--- config.mk ---
export PLATFORM = sky130hd
export DESIGN_NAME = dir_dma_serializer
export DESIGN_NICKNAME = d
export VERILOG_FILES = /design/src/rtl/dir_pkg.sv /design/src/rtl/dir_ctrl.sv /design/src/rtl/dir_datapath.sv /design/src/rtl/dir_dma_serializer.sv
export SDC_FILE = /design/constraint.sdc
export NUM_CORES = 1
export LEC_CHECK = 0
export BUFFER_PORTS_ARGS = -buffer_cell sky130_fd_sc_hd__buf_2
export CORE_UTILIZATION = 44
export DETAILED_ROUTE_END_ITERATION = 6
export MAX_ROUTING_LAYER = met4
export SYNTH_ARGS = -nofsm -noshare
export SYNTH_HDL_FRONTEND = slang
export SYNTH_SLANG_ARGS = --single-unit
--- constraint.sdc ---
create_clock -name clk -period 3.19 [get_ports clk]
set_input_delay 0.4785 -clock clk [delete_from_list [all_inputs] [get_ports clk]]
set_output_delay 0.4785 -clock clk [all_outputs]
set_load 0.05 [all_outputs]
--- src/rtl/dir_pkg.sv ---
package dir_pkg;

  typedef enum logic [2:0] {
    REQ_GETS  = 3'd0,
    REQ_GETX  = 3'd1,
    REQ_PUTX  = 3'd2,
    REQ_PUTO  = 3'd3,
    REQ_DMARD = 3'd4,
    REQ_DMAWR = 3'd5
  } req_kind_e;

  typedef enum logic {
    RSP_DMA_ACK = 1'b0,
    RSP_DATA    = 1'b1
  } rsp_kind_e;

  typedef enum logic [1:0] {
    ANS_DATA  = 2'd0,
    ANS_WBACK = 2'd1,
    ANS_NACK  = 2'd2
  } ans_kind_e;

  typedef enum logic {
    CLS_CACHE = 1'b0,
    CLS_DMA   = 1'b1
  } req_class_e;

  typedef enum logic [2:0] {
    LS_I      = 3'd0,
    LS_S      = 3'd1,
    LS_O      = 3'd2,
    LS_M      = 3'd3,
    LS_OWAIT  = 3'd4,
    LS_MWAIT  = 3'd5,
    LS_OIDATA = 3'd6
  } line_state_e;

  typedef struct packed {
    logic        reqWr;
    line_state_e reqNext;
    logic        ownToReq;
    logic        ownClr;
    logic        shAddReq;
    logic        shClr;
    logic        rspWr;
    line_state_e rspNext;
    logic        rspClrAll;
    logic        doFwd;
    logic        fwdDirReq;
    logic        doInv;
    logic        doAns;
    ans_kind_e   ansKind;
    logic        ansWithAcks;
    logic        doRecycle;
    logic        doErr;
  } dir_strobe_t;

endpackage

--- src/rtl/dir_ctrl.sv ---
module dir_ctrl
  import dir_pkg::*;
(
  input  logic        clk,
  input  logic        rstN,
  input  logic        reqValid,
  input  req_kind_e   reqKind,
  input  line_state_e reqState,
  input  logic        reqIsOwner,
  input  logic        reqShAny,
  input  logic        rspValid,
  input  rsp_kind_e   rspKind,
  input  line_state_e rspState,
  input  logic        sameLine,
  output dir_strobe_t stb
);

  always_comb begin
    stb = '0;
    // response / unblock queue: always consumed in its cycle
    if (rspValid) begin
      unique case (rspKind)
        RSP_DMA_ACK: begin
          if (rspState == LS_OWAIT) begin
            stb.rspWr   = 1'b1;
            stb.rspNext = LS_O;
          end else if (rspState == LS_MWAIT) begin
            stb.rspWr   = 1'b1;
            stb.rspNext = LS_M;
          end else begin
            stb.doErr = 1'b1;
          end
        end
        default: begin
          if (rspState == LS_OIDATA) begin
            stb.rspWr     = 1'b1;
            stb.rspNext   = LS_I;
            stb.rspClrAll = 1'b1;
          end else begin
            stb.doErr = 1'b1;
          end
        end
      endcase
    end

    if (reqValid) begin
      if (rspValid && sameLine) begin
        stb.doRecycle = 1'b1;
      end else begin
        unique case (reqState)
          LS_I: begin
            unique case (reqKind)
              REQ_GETS: begin
                stb.reqWr = 1'b1; stb.reqNext = LS_S; stb.shAddReq = 1'b1;
                stb.doAns = 1'b1; stb.ansKind = ANS_DATA;
              end
              REQ_GETX: begin
                stb.reqWr = 1'b1; stb.reqNext = LS_M; stb.ownToReq = 1'b1;
                stb.doAns = 1'b1; stb.ansKind = ANS_DATA;
              end
              REQ_DMARD: begin
                stb.doAns = 1'b1; stb.ansKind = ANS_DATA;
              end
              REQ_DMAWR: begin
                stb.doAns = 1'b1; stb.ansKind = ANS_WBACK;
              end
              default: begin
                stb.doAns = 1'b1; stb.ansKind = ANS_NACK;
              end
            endcase
          end
          LS_S: begin
            unique case (reqKind)
              REQ_GETS: begin
                stb.reqWr = 1'b1; stb.reqNext = LS_S; stb.shAddReq = 1'b1;
                stb.doAns = 1'b1; stb.ansKind = ANS_DATA;
              end
              REQ_GETX: begin
                stb.reqWr = 1'b1; stb.reqNext = LS_M; stb.ownToReq = 1'b1;
                stb.shClr = 1'b1; stb.doInv = 1'b1;
                stb.doAns = 1'b1; stb.ansKind = ANS_DATA; stb.ansWithAcks = 1'b1;
              end
              REQ_DMARD: begin
                stb.doAns = 1'b1; stb.ansKind = ANS_DATA;
              end
              REQ_DMAWR: begin
                stb.reqWr = 1'b1; stb.reqNext = LS_I; stb.shClr = 1'b1;
                stb.doInv = 1'b1;
                stb.doAns = 1'b1; stb.ansKind = ANS_WBACK; stb.ansWithAcks = 1'b1;
              end
              default: begin
                stb.doAns = 1'b1; stb.ansKind = ANS_NACK;
              end
            endcase
          end
          LS_O: begin
            unique case (reqKind)
              REQ_GETS: begin
                stb.doFwd = 1'b1;
                stb.reqWr = 1'b1; stb.reqNext = LS_O; stb.shAddReq = 1'b1;
              end
              REQ_GETX: begin
                stb.doFwd = 1'b1; stb.doInv = 1'b1;
                stb.reqWr = 1'b1; stb.reqNext = LS_M;
                stb.ownToReq = 1'b1; stb.shClr = 1'b1;
              end
              REQ_PUTX, REQ_PUTO: begin
                stb.doAns = 1'b1;
                if (reqIsOwner) begin
                  stb.ansKind = ANS_WBACK;
                  stb.reqWr = 1'b1; stb.ownClr = 1'b1;
                  stb.reqNext = reqShAny ? LS_S : LS_I;
                end else begin
                  stb.ansKind = ANS_NACK;
                end
              end
              REQ_DMARD: begin
                stb.doFwd = 1'b1;
                stb.reqWr = 1'b1; stb.reqNext = LS_OWAIT;
              end
              REQ_DMAWR: begin
                stb.doFwd = 1'b1; stb.fwdDirReq = 1'b1; stb.doInv = 1'b1;
                stb.reqWr = 1'b1; stb.reqNext = LS_OIDATA; stb.shClr = 1'b1;
              end
              default: begin
                stb.doAns = 1'b1; stb.ansKind = ANS_NACK;
              end
            endcase
          end
          LS_M: begin
            unique case (reqKind)
              REQ_GETS: begin
                stb.doFwd = 1'b1;
                stb.reqWr = 1'b1; stb.reqNext = LS_O; stb.shAddReq = 1'b1;
              end
              REQ_GETX: begin
                stb.doFwd = 1'b1;
                stb.reqWr = 1'b1; stb.reqNext = LS_M; stb.ownToReq = 1'b1;
              end
              REQ_PUTX, REQ_PUTO: begin
                stb.doAns = 1'b1;
                if (reqIsOwner) begin
                  stb.ansKind = ANS_WBACK;
                  stb.reqWr = 1'b1; stb.reqNext = LS_I; stb.ownClr = 1'b1;
                end else begin
                  stb.ansKind = ANS_NACK;
                end
              end
              REQ_DMARD: begin
                stb.doFwd = 1'b1;
                stb.reqWr = 1'b1; stb.reqNext = LS_MWAIT;
              end
              REQ_DMAWR: begin
                stb.doFwd = 1'b1; stb.fwdDirReq = 1'b1; stb.doInv = 1'b1;
                stb.reqWr = 1'b1; stb.reqNext = LS_OIDATA; stb.shClr = 1'b1;
              end
              default: begin
                stb.doAns = 1'b1; stb.ansKind = ANS_NACK;
              end
            endcase
          end
          default: begin
            stb.doRecycle = 1'b1;
          end
        endcase
      end
    end
  end

  AST_ONE_OUTCOME: assert property (@(posedge clk) disable iff (!rstN)
    reqValid |-> $countones({stb.doFwd, stb.doAns, stb.doRecycle}) == 1)
    else $error("request without exactly one outcome");

  AST_ERR_FROM_RSP: assert property (@(posedge clk) disable iff (!rstN)
    stb.doErr |-> rspValid)
    else $error("error raised without a response");

  AST_WAIT_NO_REQ_WRITE: assert property (@(posedge clk) disable iff (!rstN)
    (reqValid && (reqState == LS_OWAIT || reqState == LS_MWAIT)) |-> !stb.reqWr)
    else $error("request altered a waiting line");

endmodule

--- src/rtl/dir_datapath.sv ---
module dir_datapath
  import dir_pkg::*;
#(
  parameter int NUM_NODES = 4,
  parameter int NUM_LINES = 8,
  localparam int NODE_W = $clog2(NUM_NODES),
  localparam int LINE_W = $clog2(NUM_LINES),
  localparam int ACK_W  = $clog2(NUM_NODES + 1)
) (
  input  logic                 clk,
  input  logic                 rstN,
  input  dir_strobe_t          stb,
  input  logic [2:0]           reqType,
  input  logic [LINE_W-1:0]    reqLine,
  input  logic [NODE_W-1:0]    reqSrc,
  input  logic                 reqClass,
  input  logic [LINE_W-1:0]    rspLine,
  output line_state_e          reqState,
  output logic                 reqIsOwner,
  output logic                 reqShAny,
  output line_state_e          rspState,
  output logic                 fwdValid,
  output logic [2:0]           fwdType,
  output logic [LINE_W-1:0]    fwdLine,
  output logic [NODE_W-1:0]    fwdSrc,
  output logic                 fwdClass,
  output logic                 fwdDirIsReq,
  output logic [NUM_NODES-1:0] fwdOwners,
  output logic [ACK_W-1:0]     fwdAcks,
  output logic                 invValid,
  output logic [LINE_W-1:0]    invLine,
  output logic [NUM_NODES-1:0] invTargets,
  output logic                 ansValid,
  output logic [1:0]           ansKind,
  output logic [LINE_W-1:0]    ansLine,
  output logic [NODE_W-1:0]    ansDest,
  output logic [ACK_W-1:0]     ansAcks,
  output logic                 recValid,
  output logic [2:0]           recType,
  output logic [LINE_W-1:0]    recLine,
  output logic [NODE_W-1:0]    recSrc,
  output logic                 recClass,
  output logic                 protoErr
);

  line_state_e                           stAll [NUM_LINES];
  logic [NUM_LINES-1:0][NUM_NODES-1:0]   ownAll;
  logic [NUM_LINES-1:0][NUM_NODES-1:0]   shAll;

  logic [NUM_NODES-1:0] srcHot;
  logic [NUM_NODES-1:0] reqOwn;
  logic [NUM_NODES-1:0] reqSh;
  logic [NUM_NODES-1:0] shExcl;
  logic [ACK_W-1:0]     shCnt;

  assign srcHot     = NUM_NODES'(1) << reqSrc;
  assign reqOwn     = ownAll[reqLine];
  assign reqSh      = shAll[reqLine];
  assign shExcl     = reqSh & ~((reqClass == CLS_CACHE) ? srcHot : '0);
  assign shCnt      = ACK_W'($countones(shExcl));
  assign reqState   = stAll[reqLine];
  assign rspState   = stAll[rspLine];
  assign reqIsOwner = (reqClass == CLS_CACHE) && ((reqOwn & srcHot) != '0);
  assign reqShAny   = (reqSh != '0);

  for (genvar g = 0; g < NUM_LINES; g++) begin : gLine
    line_state_e          stQ;
    logic [NUM_NODES-1:0] ownQ;
    logic [NUM_NODES-1:0] shQ;
    logic                 rspHit;
    logic                 reqHit;

    assign rspHit = stb.rspWr && (rspLine == LINE_W'(g));
    assign reqHit = stb.reqWr && (reqLine == LINE_W'(g));

    always_ff @(posedge clk) begin
      if (!rstN) begin
        stQ  <= LS_I;
        ownQ <= '0;
        shQ  <= '0;
      end else if (rspHit) begin
        stQ <= stb.rspNext;
        if (stb.rspClrAll) begin
          ownQ <= '0;
          shQ  <= '0;
        end
      end else if (reqHit) begin
        stQ <= stb.reqNext;
        if (stb.ownToReq)    ownQ <= srcHot;
        else if (stb.ownClr) ownQ <= '0;
        if (stb.shClr)         shQ <= '0;
        else if (stb.shAddReq) shQ <= shQ | srcHot;
      end
    end

    assign stAll[g]  = stQ;
    assign ownAll[g] = ownQ;
    assign shAll[g]  = shQ;

    AST_WAIT_HOLDS: assert property (@(posedge clk) disable iff (!rstN)
      ((stQ == LS_OWAIT || stQ == LS_MWAIT) && !rspHit) |=> $stable(stQ))
      else $error("waiting line left its state without an ack");

    AST_ACK_RETURNS_OWNED: assert property (@(posedge clk) disable iff (!rstN)
      (stQ == LS_OWAIT && rspHit) |=> stQ == LS_O)
      else $error("owned-wait did not return to owned");

    AST_ACK_RETURNS_MOD: assert property (@(posedge clk) disable iff (!rstN)
      (stQ == LS_MWAIT && rspHit) |=> stQ == LS_M)
      else $error("modified-wait did not return to modified");
  end

  always_ff @(posedge clk) begin
    if (!rstN) begin
      fwdValid <= 1'b0; fwdType <= '0; fwdLine <= '0; fwdSrc <= '0;
      fwdClass <= 1'b0; fwdDirIsReq <= 1'b0; fwdOwners <= '0; fwdAcks <= '0;
      invValid <= 1'b0; invLine <= '0; invTargets <= '0;
      ansValid <= 1'b0; ansKind <= '0; ansLine <= '0; ansDest <= '0; ansAcks <= '0;
      recValid <= 1'b0; recType <= '0; recLine <= '0; recSrc <= '0; recClass <= 1'b0;
      protoErr <= 1'b0;
    end else begin
      fwdValid    <= stb.doFwd;
      fwdType     <= stb.doFwd ? reqType : '0;
      fwdLine     <= stb.doFwd ? reqLine : '0;
      fwdSrc      <= stb.doFwd ? reqSrc : '0;
      fwdClass    <= stb.doFwd && reqClass;
      fwdDirIsReq <= stb.doFwd && stb.fwdDirReq;
      fwdOwners   <= stb.doFwd ? reqOwn : '0;
      fwdAcks     <= stb.doFwd ? shCnt : '0;

      invValid    <= stb.doInv && (shExcl != '0);
      invLine     <= (stb.doInv && (shExcl != '0)) ? reqLine : '0;
      invTargets  <= stb.doInv ? shExcl : '0;

      ansValid    <= stb.doAns;
      ansKind     <= stb.doAns ? stb.ansKind : ANS_DATA;
      ansLine     <= stb.doAns ? reqLine : '0;
      ansDest     <= stb.doAns ? reqSrc : '0;
      ansAcks     <= (stb.doAns && stb.ansWithAcks) ? shCnt : '0;

      recValid    <= stb.doRecycle;
      recType     <= stb.doRecycle ? reqType : '0;
      recLine     <= stb.doRecycle ? reqLine : '0;
      recSrc      <= stb.doRecycle ? reqSrc : '0;
      recClass    <= stb.doRecycle && reqClass;

      protoErr    <= stb.doErr;
    end
  end

  AST_RECYCLE_ALONE: assert property (@(posedge clk) disable iff (!rstN)
    recValid |-> !(fwdValid || ansValid || invValid))
    else $error("recycle together with another outcome");

  AST_DIRREQ_ONLY_DMAWR: assert property (@(posedge clk) disable iff (!rstN)
    fwdDirIsReq |-> (fwdValid && fwdType == REQ_DMAWR))
    else $error("directory-as-requestor on a non DMA write");

  AST_OWNER_ONEHOT: assert property (@(posedge clk) disable iff (!rstN)
    fwdValid |-> $countones(fwdOwners) == 1)
    else $error("forward without a single owner");

endmodule

--- src/rtl/dir_dma_serializer.sv ---
module dir_dma_serializer
  import dir_pkg::*;
#(
  parameter int NUM_NODES = 4,
  parameter int NUM_LINES = 8,
  localparam int NODE_W = $clog2(NUM_NODES),
  localparam int LINE_W = $clog2(NUM_LINES),
  localparam int ACK_W  = $clog2(NUM_NODES + 1)
) (
  input  logic                 clk,
  input  logic                 rstN,
  input  logic                 reqValid,
  input  logic [2:0]           reqType,
  input  logic [LINE_W-1:0]    reqLine,
  input  logic [NODE_W-1:0]    reqSrc,
  input  logic                 reqClass,
  input  logic                 rspValid,
  input  logic                 rspType,
  input  logic [LINE_W-1:0]    rspLine,
  output logic                 fwdValid,
  output logic [2:0]           fwdType,
  output logic [LINE_W-1:0]    fwdLine,
  output logic [NODE_W-1:0]    fwdSrc,
  output logic                 fwdClass,
  output logic                 fwdDirIsReq,
  output logic [NUM_NODES-1:0] fwdOwners,
  output logic [ACK_W-1:0]     fwdAcks,
  output logic                 invValid,
  output logic [LINE_W-1:0]    invLine,
  output logic [NUM_NODES-1:0] invTargets,
  output logic                 ansValid,
  output logic [1:0]           ansKind,
  output logic [LINE_W-1:0]    ansLine,
  output logic [NODE_W-1:0]    ansDest,
  output logic [ACK_W-1:0]     ansAcks,
  output logic                 recValid,
  output logic [2:0]           recType,
  output logic [LINE_W-1:0]    recLine,
  output logic [NODE_W-1:0]    recSrc,
  output logic                 recClass,
  output logic                 protoErr
);

  dir_strobe_t stb;
  line_state_e reqState;
  line_state_e rspState;
  logic        reqIsOwner;
  logic        reqShAny;

  dir_ctrl uCtrl (
    .clk        (clk),
    .rstN       (rstN),
    .reqValid   (reqValid),
    .reqKind    (req_kind_e'(reqType)),
    .reqState   (reqState),
    .reqIsOwner (reqIsOwner),
    .reqShAny   (reqShAny),
    .rspValid   (rspValid),
    .rspKind    (rsp_kind_e'(rspType)),
    .rspState   (rspState),
    .sameLine   (reqLine == rspLine),
    .stb        (stb)
  );

  dir_datapath #(
    .NUM_NODES (NUM_NODES),
    .NUM_LINES (NUM_LINES)
  ) uData (
    .clk         (clk),
    .rstN        (rstN),
    .stb         (stb),
    .reqType     (reqType),
    .reqLine     (reqLine),
    .reqSrc      (reqSrc),
    .reqClass    (reqClass),
    .rspLine     (rspLine),
    .reqState    (reqState),
    .reqIsOwner  (reqIsOwner),
    .reqShAny    (reqShAny),
    .rspState    (rspState),
    .fwdValid    (fwdValid),
    .fwdType     (fwdType),
    .fwdLine     (fwdLine),
    .fwdSrc      (fwdSrc),
    .fwdClass    (fwdClass),
    .fwdDirIsReq (fwdDirIsReq),
    .fwdOwners   (fwdOwners),
    .fwdAcks     (fwdAcks),
    .invValid    (invValid),
    .invLine     (invLine),
    .invTargets  (invTargets),
    .ansValid    (ansValid),
    .ansKind     (ansKind),
    .ansLine     (ansLine),
    .ansDest     (ansDest),
    .ansAcks     (ansAcks),
    .recValid    (recValid),
    .recType     (recType),
    .recLine     (recLine),
    .recSrc      (recSrc),
    .recClass    (recClass),
    .protoErr    (protoErr)
  );

endmodule

; Word level (Yosys, flattened, before mapping)
; Index checks and enable logic that the tools add are counted.
[word_totals]
register_bits = 136
out_inout_bits = 48
[op_classes]
n_addsub = 3
n_lt_le_gt_ge = 3
eq_ne = 34
shifts = 1
mux = 120
bitwise = 17
reduce_logical = 86
[ops]
columns = cell, n
row1 = $mux 4, 59
row2 = $mux 3, 20
row3 = $reduce_and 3->1, 16
row4 = $reduce_bool 3->1, 16
row5 = $pmux 4 s5, 2
row6 = $eq 3x3->1 const B, 13
row7 = $or 4x4->4, 8
row8 = $bmux 4 s3, 2
row9 = $eq 3x2->1 const B, 8
row10 = $mux 8, 3
row11 = $logic_and 1x1->1, 23
row12 = $pmux 5 s4, 1
row13 = $bmux 3 s3, 2
row14 = $mux 1, 18
row15 = $ne 2x2->1 const B, 8
row16 = $reduce_bool 2->1, 8
row17 = $reduce_and 2->1, 7
row18 = $eq 3x1->1 const B, 4
row19 = $logic_not 3->1, 4
row20 = $pmux 3 s2, 2
row21 = $pmux 4 s3, 1
row22 = $reduce_bool 4->1, 3
row23 = $reduce_or 4->1, 3
row24 = $mux 5, 2
row25 = other kinds (17), 31

; Logic depth before layout (Yosys ltp)
[logic_depth]
depth_word = 14
mapped_depth = 12
ltp_nobuf = 7

; By module
; Synthesis repeated with hierarchy kept, for this count alone.
[hier_totals]
cells_unflattened = 691
hier_area_um2 = 6535.0
[modules_own_cells]
columns = mod, n_inst, cells_each, area_each_um2, seq_area_each_um2
row1 = dir_datapath, 1, 634, 6192.2, 2722.6
row2 = dir_ctrl, 1, 53, 306.5, 0.0
row3 = dir_dma_serializer, 1, 4, 36.3, 0.0

; Least setup slack after synthesis
; No wires, ideal clock.
[synth_timing]
path_type = input port to flip-flop
startpoint = in reqLine[0]
endpoint = reg uData.gLine[0].stQ[0]
setup_ns = 0.120
arrival_ns = 2.650
t_required_ns = 3.070
path_slack_ns = 0.420
cell_stages = 9
path_cell_list = buf_6 -> mux4_2 -> mux2_2 -> a211oi_4 -> nor2_2 -> a22o_1 -> buf_6 -> and4_1 -> o31a_1
[synth_via]
elab_chain_cells = 12
[synth_rtl]
columns = item, line
row1 = start: declaration, dir_dma_serializer.sv:14  ; input logic [LINE_W-1:0] reqLine,
row2 = $bmux 4 s3, dir_datapath.sv:57  ; assign reqOwn = ownAll[reqLine];
row3 = $mux 4 (implied by the code), dir_datapath.sv:57
row4 = $and 4x4->4, dir_datapath.sv:63  ; assign reqIsOwner = (reqClass == CLS_CACHE) && ((reqOwn & srcHot) != '0);
row5 = $reduce_bool 4->1, dir_datapath.sv:63
row6 = $logic_and 1x1->1, dir_datapath.sv:63
row7 = "$mux 4, on equally long branches", "dir_ctrl.sv:109, dir_ctrl.sv:142"
row8 = "$pmux 4 s5, on equally long branches", "dir_ctrl.sv:97, dir_ctrl.sv:131"
row9 = $pmux 5 s4, dir_ctrl.sv:50  ; unique case (reqState)
row10 = $mux 8, dir_ctrl.sv:47  ; if (rspValid && sameLine) begin
row11 = $mux 8, dir_ctrl.sv:46  ; if (reqValid) begin
row12 = $mux 3 or $logic_and 1x1->1 (tied branches), "dir_datapath.sv:87, dir_datapath.sv:74"
row13 = $mux 3 or $reduce_bool 2->1 (tied branches), n/a
row14 = end signal: assignment, dir_datapath.sv:82  ; stQ <= stb.rspNext;
row15 = end signal: assignment, dir_datapath.sv:88  ; stQ <= stb.reqNext;
row16 = end: declaration, dir_datapath.sv:67  ; line_state_e stQ;
; Several ways; a longest one is shown, not always the timed one. The select of a mux whose other input is x is not followed.
; A chain may end at the register's enable or synchronous reset.

; Final worst setup path
[layout_timing]
startpoint = in reqLine[0]
endpoint = reg uData.gLine[7].shQ[0]
[layout_via]
elab_chain_cells = 13
[layout_rtl]
columns = item, line
row1 = $bmux 4 s3, dir_datapath.sv:57
row2 = $mux 4 (implied by the code), dir_datapath.sv:57
row3 = $and 4x4->4, dir_datapath.sv:63
row4 = $reduce_bool 4->1, dir_datapath.sv:63
row5 = $logic_and 1x1->1, dir_datapath.sv:63
row6 = "$mux 4, on equally long branches", "dir_ctrl.sv:142, dir_ctrl.sv:109"
row7 = "$pmux 4 s5, on equally long branches", "dir_ctrl.sv:131, dir_ctrl.sv:97"
row8 = $pmux 5 s4, dir_ctrl.sv:50
row9 = $mux 8, dir_ctrl.sv:47
row10 = $mux 8, dir_ctrl.sv:46
row11 = $logic_and 1x1->1, dir_datapath.sv:74  ; assign reqHit = stb.reqWr && (reqLine == LINE_W'(g));
row12 = $reduce_bool 2->1 (no source line), n/a
row13 = $reduce_and 3->1 (no source line), n/a
row14 = end signal: assignment, dir_datapath.sv:92  ; else if (stb.shAddReq) shQ <= shQ | srcHot;
row15 = end: declaration, dir_datapath.sv:69  ; logic [NUM_NODES-1:0] shQ;
; Several ways; a longest one is shown, not always the timed one. The select of a mux whose other input is x is not followed.

==> impl_metrics.json <==
{
  "yosysWarningCount": 0,
  "cts_hold_buffers": 0,
  "diodes": 0,
  "h-tree-depth": 4,
  "clock-sinks": 136,
  "worstPathArrival_ns": 3.12,
  "clock_tree.root_cell": "clkbuf_16",
  "status": "complete, no violations",
  "insertion_delay_ns": 0.44,
  "grt_pass1_wl_um": 35100,
  "synth_cell_type_count": 77,
  "synth_flop_cell": "dfxtp_1",
  "die_w_um": 126,
  "fillCellCount": 1337,
  "fin_cells": 1039,
  "dieArea_um2": 15900,
  "criticalPathCategory": "primary input to flip-flop",
  "place_ws_ns": 0.0218,
  "clkTransAtPathRegs_ns": 0.06,
  "worstSetupEndpointType": "flip-flop",
  "syn_area_um2": 6760,
  "vias_per_cell": 6.12,
  "slew-limit-headroom_pct": 44.3,
  "fmax_ghz": 0.359,
  "syn_nets": 745,
  "postSynth.asyncResetShare_pct": 0,
  "placed_area_um2": 7730,
  "ios": 65,
  "synth-edff-count": 0,
  "final_max_slew_viol_count": 0,
  "whs_ns": 0.320,
  "drc_errors": 0,
  "crit_path_max_fanout": 8,
  "min_path_type": "primary input to flip-flop",
  "maxCapViolations": 0,
  "port_buffers": 64,
  "setup-violations-final": 0,
  "via_count": 6354,
  "placedCellCount": 1007,
  "p_leak_nw": 3.43,
  "numCtsBuffers": 17,
  "ys_ff_latch": 136,
  "dr_wl_met2_um": 10200,
  "vdd_drop_max_v": 0.000374,
  "fp.coreArea_um2": 14800,
  "num_rows": 44,
  "avgRoutedWirePerCell_um": 21.6,
  "wl_met1_um": 9380,
  "post_cts_buffers": 0,
  "layout_common_cells": "136 x dfxtp_1, 80 x nand2_1, 80 x buf_4, 64 x buf_2, 47 x nor2_1",
  "wirelength_um": 22400,
  "netlist_instances": 722,
  "ant_nets": 0,
  "utilization_pct": 56.3,
  "final_cell_area_um2": 8310,
  "cts_tree": "done",
  "highest-signal-layer": "met4",
  "drt_iter0_markers": 767,
  "layout-drive-gt1-share_pct": 26.9,
  "antenna_found_initial": 0,
  "period_needed_ns": 2.79,
  "layout.nets": 865,
  "avgSynthCellArea_um2": 9.36,
  "wl_met3_um": 1810,
  "layout_commonest_cell": "dfxtp_1",
  "cts_buffer_depth": 2,
  "grt_max_degree": 26,
  "initial_core_util_pct": 45.8,
  "rsz0062_at_grt": "no",
  "cp.required_ns": 3.52,
  "grt_overflow": 0,
  "postCtsResizedCells": 0,
  "finalClockSkew_ns": 0.00822,
  "setup_ws_ns": 0.402,
  "timing.final.crit_share_pct": 87.4,
  "track_usage_pct": 30.5,
  "die_y_um": 126,
  "grt_pass1_vias": 6242,
  "syn2layout_area_growth_pct": 22.9,
  "gp_congestion": 1.01,
  "crit_path_start_kind": "primary input",
  "powerDensity_nw_per_um2": 485,
  "synth_seq_area_share_pct": 40.3,
  "place_hpwl_um": 17300,
  "hold_viol_final": 0,
  "tightest_slew_ns": 0.836,
  "first_pass_iters": 6
}
[metrics by stage]
stage | total power [mW] | TNS, ns
2_1_floorplan | 1.99 | 0
3_3_place_gp | 2.13 | -0.108
3_5_place_dp | 2.13 | 0
4_1_cts | 4.05 | 0
5_1_grt | 4.15 | 0
6_report | 4.03 | 0
[path summary, 6_finish.rpt]
check	start	end	slack, ns	cells past startpoint
worst max-delay path	reqLine[0]	uData.gLine[7].shQ[0]$_SDFFE_PN0P_	0.40	11
worst min-delay path	rspValid	uData.protoErr$_SDFF_PN0_	0.32	3
worst max register to register	uData.gLine[3].stQ[1]$_SDFFE_PN0P_	uData.gLine[1].ownQ[1]$_SDFFE_PN0P_	0.46	9
worst min register to register	uData.gLine[5].ownQ[3]$_SDFFE_PN0P_	uData.gLine[5].ownQ[3]$_SDFFE_PN0P_	0.46	2
[cells by family after synthesis]
| kind of cell | after synthesis | synth area share (%) |
|---|---|---|
| AND/OR/NAND/NOR | 285 | 22.3 |
| AO/OA/AOI/OAI | 148 | 16.6 |
| flip-flops | 136 | 40.3 |
| multiplexers | 72 | 14.3 |
| buffers and inverters | 71 | 4.79 |
| adder cells (fa/ha/maj) | 6 | 1.22 |
| XOR/XNOR | 3 | 0.389 |
| other | 1 | 0.0555 |
[layout make-up]
class | count | area [um^2] | area share [%]
clock inverters | 14 | 141 | 1.70
well taps | 184 | 230 | 2.77
multi-input cells | 515 | 3710 | 44.7
flip-flops and latches | 136 | 2720 | 32.8
repair buffers | 146 | 961 | 11.6
inverters | 26 | 97.6 | 1.17
clock buffers | 18 | 439 | 5.29
[cells in the mapped netlist, types with 5 or more instances]
cell      number  area [um^2]
a21oi_1       19         95.1
a31oi_1       11         68.8
a41oi_1       16          140
and2_1        33          206
and3_1         6         37.5
buf_2         10         50.1
buf_4          8         60.1
clkbuf_1      22         82.6
dfxtp_1      136         2720
ha_1           5         62.6
inv_1         24         90.1
mux2_2         9          101
mux2i_1       44          440
mux4_2        19          428
nand2_1       80          300
nand2b_1       6         37.5
nand3_1       24          120
nand4_1       15         93.8
nor2_1        47          176
nor2b_1        7         43.8
nor3_1        20          100
nor4_1         7         43.8
o21a_1         7         52.6
o21ai_0       20          100
o21ai_1       10         50.1
o31ai_1        6         45.0
o32ai_1        6         52.6
or4_1          8         60.1
[per-layer routing]
layer / GRT usage [%] / vias to the layer above
li1: - / 2904
met5: - / -
met2: 46.5 / 357
met4: 16.2 / 0
met1: 38.2 / 3006
met3: 5.90 / 87
[state kept, by name, summed over array words and instances (netlist names), 3 cells and up]
| register | count |
|---|---|
| uData.ansAcks | 3 |
| uData.ansLine | 3 |
| uData.fwdAcks | 3 |
| uData.fwdLine | 3 |
| uData.fwdOwners | 4 |
| uData.fwdType | 3 |
| uData.gLine.ownQ | 32 |
| uData.gLine.shQ | 32 |
| uData.gLine.stQ | 24 |
| uData.invLine | 3 |
| uData.invTargets | 4 |
| uData.recLine | 3 |
| uData.recType | 3 |
[worst max-delay path, stage by stage]
cell and delay [ns]:
buf_2 0.21, buf_12 0.14, mux4_2 0.50, mux2_2 0.35
buf_4 0.16, and3_1 0.20, nor3_2 0.15, nand2_1 0.28
o31ai_1 0.39, buf_4 0.21, nor2_1 0.05
[where the power goes]
| part | switching [mW] | leakage [nW] | total (mW) | internal [mW] |
|---|---|---|---|---|
| registers | 0.00327 | 1.10 | 1.71 | 1.71 |
| clock network | 0.817 | 0.269 | 1.92 | 1.11 |
| logic | 0.261 | 2.07 | 0.394 | 0.133 |
Power figures use the tool's default switching activity.
